==> src/rtl/xlt_pkg.sv <==
package xlt_pkg;

   localparam int unsigned XLT_REG_W   = 32;
   localparam int unsigned XLT_SPACE_W = 2;

   typedef logic [XLT_SPACE_W-1:0] xlt_space_t;

   localparam xlt_space_t XLT_SPACE_RST = '0;

   // Register slot of the low word of entry e.
   function automatic int unsigned xlt_lo_slot(input int unsigned e);
      return 2 * e;
   endfunction

   // Register slot of the high word of entry e.
   function automatic int unsigned xlt_hi_slot(input int unsigned e);
      return 2 * e + 1;
   endfunction

endpackage

==> src/rtl/xlt_table.sv <==
module xlt_table
   import xlt_pkg::*;
#(
   parameter  int unsigned PASS_W  = 20,
   parameter  int unsigned SLV_W   = 22,
   parameter  int unsigned PCI_W   = 64,
   localparam int unsigned IDX_W   = SLV_W - PASS_W,
   localparam int unsigned NUM_ENT = 1 << IDX_W,
   localparam int unsigned RIDX_W  = IDX_W + 1,
   localparam int unsigned HI_W    = PCI_W - PASS_W
) (
   input  logic                 clk,
   input  logic                 rst_n,
   input  logic                 wr_en,
   input  logic [RIDX_W-1:0]    wr_idx,
   input  logic [XLT_REG_W-1:0] wr_data,
   output logic [HI_W-1:0]      ent_addr  [NUM_ENT],
   output xlt_space_t           ent_space [NUM_ENT]
);

   // Top bit of the low word that carries address bits.
   localparam int unsigned LO_TOP = (PCI_W > XLT_REG_W) ? XLT_REG_W - 1 : PCI_W - 1;
   localparam int unsigned LO_FW  = LO_TOP - PASS_W + 1;

   logic unused_wr_bits;
   assign unused_wr_bits = ^wr_data;

   for (genvar e = 0; e < NUM_ENT; e++) begin : g_ent
      logic             lo_hit;
      logic [LO_FW-1:0] lo_q;
      xlt_space_t       sp_q;

      assign lo_hit = wr_en && (wr_idx == RIDX_W'(xlt_lo_slot(e)));

      always_ff @(posedge clk or negedge rst_n) begin
         if (!rst_n) begin
            lo_q <= '0;
            sp_q <= XLT_SPACE_RST;
         end else if (lo_hit) begin
            lo_q <= wr_data[LO_TOP:PASS_W];
            sp_q <= wr_data[XLT_SPACE_W-1:0];
         end
      end

      assign ent_space[e] = sp_q;

      if (PCI_W > XLT_REG_W) begin : g_wide
         localparam int unsigned UP_W = PCI_W - XLT_REG_W;
         logic            hi_hit;
         logic [UP_W-1:0] up_q;

         assign hi_hit = wr_en && (wr_idx == RIDX_W'(xlt_hi_slot(e)));

         always_ff @(posedge clk or negedge rst_n) begin
            if (!rst_n) begin
               up_q <= '0;
            end else if (hi_hit) begin
               up_q <= wr_data[UP_W-1:0];
            end
         end

         assign ent_addr[e] = {up_q, lo_q};
      end else begin : g_narrow
         assign ent_addr[e] = lo_q;
      end

      AST_ENTRY_QUIET: assert property (@(posedge clk) disable iff (!rst_n)
         !(wr_en && (wr_idx[RIDX_W-1:1] == IDX_W'(e))) |=>
            ($stable(ent_addr[e]) && $stable(ent_space[e])))
         else $error("entry changed without a write to its slots");

      AST_SPACE_LOAD: assert property (@(posedge clk) disable iff (!rst_n)
         (wr_en && (wr_idx == RIDX_W'(xlt_lo_slot(e)))) |=>
            (ent_space[e] == $past(wr_data[XLT_SPACE_W-1:0])))
         else $error("space code not taken from low word");
   end

endmodule

==> src/rtl/xlt_lookup.sv <==
module xlt_lookup
   import xlt_pkg::*;
#(
   parameter  int unsigned PASS_W  = 20,
   parameter  int unsigned SLV_W   = 22,
   parameter  int unsigned PCI_W   = 64,
   localparam int unsigned IDX_W   = SLV_W - PASS_W,
   localparam int unsigned NUM_ENT = 1 << IDX_W,
   localparam int unsigned HI_W    = PCI_W - PASS_W
) (
   input  logic                 clk,
   input  logic                 rst_n,
   input  logic                 req_valid,
   input  logic [XLT_REG_W-1:0] req_addr,
   input  logic [HI_W-1:0]      ent_addr  [NUM_ENT],
   input  xlt_space_t           ent_space [NUM_ENT],
   output logic                 xl_valid,
   output logic [PCI_W-1:0]     xl_addr,
   output xlt_space_t           xl_space
);

   logic [IDX_W-1:0] page;
   logic             unused_req_bits;

   assign page            = req_addr[SLV_W-1:PASS_W];
   assign unused_req_bits = ^req_addr;

   always_ff @(posedge clk or negedge rst_n) begin
      if (!rst_n) begin
         xl_valid <= 1'b0;
         xl_addr  <= '0;
         xl_space <= XLT_SPACE_RST;
      end else begin
         xl_valid <= req_valid;
         if (req_valid) begin
            xl_addr  <= {ent_addr[page], req_addr[PASS_W-1:0]};
            xl_space <= ent_space[page];
         end
      end
   end

   AST_VALID_LAT: assert property (@(posedge clk) disable iff (!rst_n)
      req_valid |=> xl_valid)
      else $error("valid not returned after one clock");

   AST_NO_SPURIOUS: assert property (@(posedge clk) disable iff (!rst_n)
      !req_valid |=> !xl_valid)
      else $error("valid without a request");

   AST_LOW_PASS: assert property (@(posedge clk) disable iff (!rst_n)
      req_valid |=> (xl_addr[PASS_W-1:0] == $past(req_addr[PASS_W-1:0])))
      else $error("pass-through bits altered");

   AST_IDLE_HOLD: assert property (@(posedge clk) disable iff (!rst_n)
      !req_valid |=> ($stable(xl_addr) && $stable(xl_space)))
      else $error("result changed while idle");

endmodule

==> src/rtl/pcie_window_xlat.sv <==
module pcie_window_xlat
   import xlt_pkg::*;
#(
   parameter  int unsigned PASS_W = 20,
   parameter  int unsigned SLV_W  = 22,
   parameter  int unsigned PCI_W  = 64,
   localparam int unsigned RIDX_W = SLV_W - PASS_W + 1
) (
   input  logic              clk,
   input  logic              rst_n,
   input  logic              req_valid,
   input  logic [31:0]       req_addr,
   input  logic              cfg_wr_en,
   input  logic [RIDX_W-1:0] cfg_wr_idx,
   input  logic [31:0]       cfg_wr_data,
   output logic              xl_valid,
   output logic [PCI_W-1:0]  xl_addr,
   output logic [1:0]        xl_space
);

   localparam int unsigned IDX_W   = SLV_W - PASS_W;
   localparam int unsigned NUM_ENT = 1 << IDX_W;
   localparam int unsigned HI_W    = PCI_W - PASS_W;

   initial begin
      assert (PASS_W >= XLT_SPACE_W)
         else $error("pass-through field must cover the space code bits");
      assert (SLV_W > PASS_W && SLV_W <= XLT_REG_W)
         else $error("page field must lie inside the slave address");
      assert (IDX_W <= 8)
         else $error("table depth too large");
      assert (PCI_W > PASS_W && PCI_W <= 2 * XLT_REG_W)
         else $error("PCI address width out of range");
   end

   logic [HI_W-1:0] ent_addr  [NUM_ENT];
   xlt_space_t      ent_space [NUM_ENT];
   xlt_space_t      space_q;

   xlt_table #(
      .PASS_W (PASS_W),
      .SLV_W  (SLV_W),
      .PCI_W  (PCI_W)
   ) u_table (
      .clk       (clk),
      .rst_n     (rst_n),
      .wr_en     (cfg_wr_en),
      .wr_idx    (cfg_wr_idx),
      .wr_data   (cfg_wr_data),
      .ent_addr  (ent_addr),
      .ent_space (ent_space)
   );

   xlt_lookup #(
      .PASS_W (PASS_W),
      .SLV_W  (SLV_W),
      .PCI_W  (PCI_W)
   ) u_lookup (
      .clk       (clk),
      .rst_n     (rst_n),
      .req_valid (req_valid),
      .req_addr  (req_addr),
      .ent_addr  (ent_addr),
      .ent_space (ent_space),
      .xl_valid  (xl_valid),
      .xl_addr   (xl_addr),
      .xl_space  (space_q)
   );

   assign xl_space = space_q;

endmodule

==> config.mk <==
export PLATFORM = sky130hd
export DESIGN_NAME = pcie_window_xlat
export DESIGN_NICKNAME = d
export VERILOG_FILES = /design/src/rtl/xlt_pkg.sv /design/src/rtl/xlt_table.sv /design/src/rtl/xlt_lookup.sv /design/src/rtl/pcie_window_xlat.sv
export SDC_FILE = /design/constraint.sdc
export NUM_CORES = 1
export LEC_CHECK = 0
export ABC_AREA = 1
export BUFFER_PORTS_ARGS = -buffer_cell sky130_fd_sc_hd__buf_2
export CORE_UTILIZATION = 25
export CTS_CLUSTER_DIAMETER = 40
export DETAILED_ROUTE_END_ITERATION = 7
export PLACE_DENSITY_LB_ADDON = 0.2
export REMOVE_ABC_BUFFERS = 1
export SYNTH_ARGS = -nofsm -noshare
export SYNTH_HDL_FRONTEND = slang
export SYNTH_HIERARCHICAL = 1
export SYNTH_SLANG_ARGS = --single-unit
export TNS_END_PERCENT = 50
==> constraint.sdc <==
create_clock -name clk -period 0.95 [get_ports clk]
set_clock_uncertainty 0.15 [all_clocks]
set_input_delay 0.285 -clock clk [delete_from_list [all_inputs] [get_ports clk]]
set_output_delay 0.285 -clock clk [all_outputs]
set_load 0.01 [all_outputs]
==> results_dict.tcl <==
set metrics [dict create \
    die_w_um 220 \
    period_needed_ns 1.58 \
    via_per_inst 4.14 \
    synth-seq-area-share_pct 53.1 \
    routabilityCongestion 0.752 \
    place_hpwl_mm 23.5 \
    cts_root_buf "clkbuf_16" \
    grt_first_pass_wirelength_mm 59.9 \
    path_clk_slew_ns 0.05 \
    nNetsFinal 1993 \
    htree_levels 2 \
    io_pins 138 \
    dieArea_um2 48200 \
    crit_path_top_delay_cell "dfrtp_1" \
    rr_worst_depth 6 \
    grt_use_total_pct 16.1 \
    fp.dieH_um 220 \
    tritoncts "built" \
    avgSynthCellArea_um2 7.24 \
    placed_cell_area_um2 14100 \
    ys_seq_elements 251 \
    arrival_ns 1.15 \
    min-delay-start "req_valid" \
    min_period_over_period_pct 166 \
    slew-limit-headroom_pct 80.6 \
    hold-path-cell-count 2 \
    path_class "flip-flop to output pin" \
    slowest_delay_ns 0.42 \
    detail-route-antenna-nets 0 \
    cts_inserted_buffers 45 \
    clk_latency_ns 0.56 \
    fmax_mhz 633 \
    max_cap_violations 0 \
    rsz0062_at_grt "yes" \
    worstHoldPathType "input port to flip-flop" \
    outcome "finished with violations" \
    violations "DRC, setup timing" \
    first_global_vias 10500 \
    cp-end-kind "output pin" \
    critical_path.max_fanout 2 \
    antenna_found_initial 1 \
    overflow 0 \
    p_leak_nw 9.44 \
    setup_slack_ns -0.631 \
    cts_max_path_buffers 3 \
    setup_viol 114 \
    drc 25 \
    timing.rr.end "u_lookup/xl_addr[61]$_DFFE_PN0P_" \
    fill_cells 4845 \
    r2r_setup_slack_ns -0.08 \
    start_util_pct 25.4 \
    hold_end "u_lookup/xl_valid$_DFF_PN0_" \
    place_ws_ns -0.542 \
    ys_types 13 \
    yosysWarnings 6 \
    syn2layout_area_growth_pct 42.0 \
    cp_top_family "flip-flops" \
    crit_buf_inv 1 \
    syn-cell-area_um2 11800 \
    hold_buffers 53 \
    io_buffers 127 \
    worst_slew_pin_slew_ns 0.291 \
    finalWirelength_mm 37.7 \
    drv_slew 0 \
    grt_max_degree 42 \
    route.vias.total 10600 \
    start_kind "flip-flop" \
    rows 79 \
    vdd_drop_max_uv 1050 \
    post_drt_wl_per_cell_um 14.7 \
    drt_iter0_drc 621 \
    crit_chain "buf_2" \
    crit_required_ns 0.51 \
    cp.depth 1 \
    layout-drive-gt1-share_pct 21.6 \
    coreArea_um2 46700 \
    finalHoldViolCount 0 \
    final_cell_area_um2 16800 \
    power_density_nw_per_um2 2220 \
    clock-sinks 251 \
    post_synth_inst_count 1634 \
    reg2reg_from "u_table/g_ent[1].g_wide.up_q[29]$_DFFE_PN0P_" \
    drtPass1Iterations 7 \
]
## per-stage QoR
| stage | setup TNS [ns] | utilization, % | hold WS, ns | power (mW) | std cells |
|---|---|---|---|---|---|
| finish | -38.27 | 36.0 | 0.0117 | 37.3 | 2565 |
| CTS | -41.53 | 35.5 | -0.0119 | 37.8 | 2552 |
| floorplan | -286.37 | - | -0.161 | 16.5 | 1537 |
| global placement | -109.22 | 30.3 | 0.0181 | 19.4 | 2400 |
| global route | -45.90 | 36.0 | -0.00724 | 39.6 | 2565 |
| detailed placement | -110.54 | 30.3 | 0.0205 | 19.5 | 2400 |
## repair_timing
action,4_1_cts,5_1_grt
hold endpoints to repair,456,1
buffers inserted,17,12
gates resized for setup,31,34
pin swaps,21,26
setup endpoints to repair,113,113
## registers in the layout, indices dropped and copies added, names as in the netlist
register and count:
u_table/g_ent.g_wide.up_q 128, u_lookup/xl_addr 64, u_table/g_ent.lo_q 48, u_table/g_ent.sp_q 8
u_lookup/xl_space 2, u_lookup/xl_valid 1
## worst max-delay path by stage
stage	start	end	slack, ns
after floorplan	cfg_wr_en	u_table/g_ent[1].g_wide.up_q[0]$_DFFE_PN0P_	-1.92
final	u_lookup/xl_addr[52]$_DFFE_PN0P_	xl_addr[52]	-0.63
after CTS	u_lookup/xl_addr[52]$_DFFE_PN0P_	xl_addr[52]	-0.67
after global placement	req_addr[20]	u_lookup/xl_addr[34]$_DFFE_PN0P_	-0.55
after detailed placement	req_addr[20]	u_lookup/xl_addr[55]$_DFFE_PN0P_	-0.54
after global routing	u_lookup/xl_addr[52]$_DFFE_PN0P_	xl_addr[52]	-0.66
## logic make-up (layout without fill, tap and decap cells)
group | count (synthesis) | count (layout) | synth area share [%]
AND/OR/NAND/NOR | 1093 | 1093 | 36.5
other | 0 | 1 | 0
flip-flops | 251 | 251 | 53.1
buffers and inverters | 290 | 613 | 10.4
## cells in the final DEF (no fill, tap or decap), drive strengths merged
cell type	synthesis	routed
clkbuf	52	55
bufinv	0	7
nor2	8	8
dfrtp	251	251
nand2	919	919
dlygate4sd3	0	53
nand3	166	166
inv	193	202
buf	45	285
clkinv	0	11
diode	0	1
## final cells by class
class                      instances  area (µm²)  area share, %
inverter                         193         724           4.31
multi-input combinational       1093        4540           27.0
sequential                       251        6280           37.4
tap                              607         759           4.52
clock buffer                      55        1250           7.42
timing repair buffer             338        2880           17.2
clock inverter                    27         367           2.18
antenna                            1        2.50         0.0149
## report_power, final
group / internal, mW / leakage (nW) / switching, mW / total (mW)
clock network: 11.3 / 0.801 / 5.96 / 17.3
logic: 3.01 / 5.49 / 3.45 / 6.47
registers: 12.6 / 3.15 / 0.958 / 13.5
## Yosys cell counts
library cell	number	area share, %
clkbuf_2	10	0.42
buf_6	9	0.86
nand3_1	166	7.0
buf_2	28	1.2
nor2_1	5	0.16
buf_1	1	0.032
nor2_2	3	0.16
buf_4	7	0.44
nand2_1	919	29
clkbuf_1	42	1.3
inv_1	186	5.9
inv_2	7	0.22
dfrtp_1	251	53
## routing by layer
metal | routed length, µm | GRT usage [%]
met1 | 17300 | 21.2
met2 | 17400 | 26.2
met3 | 2080 | 3.86
met4 | 834 | 4.72
met5 | 0 | 0
## worst reg2reg max path, stage by stage, from the launching register on
cell and delay (ns):
dfrtp_1 0.38, inv_1 0.06, nand2_1 0.06, nand3_2 0.09, nand2_2 0.08, nand2_1 0.06, nand2_1 0.04
No activity file was read; power rests on OpenSTA's default activity.
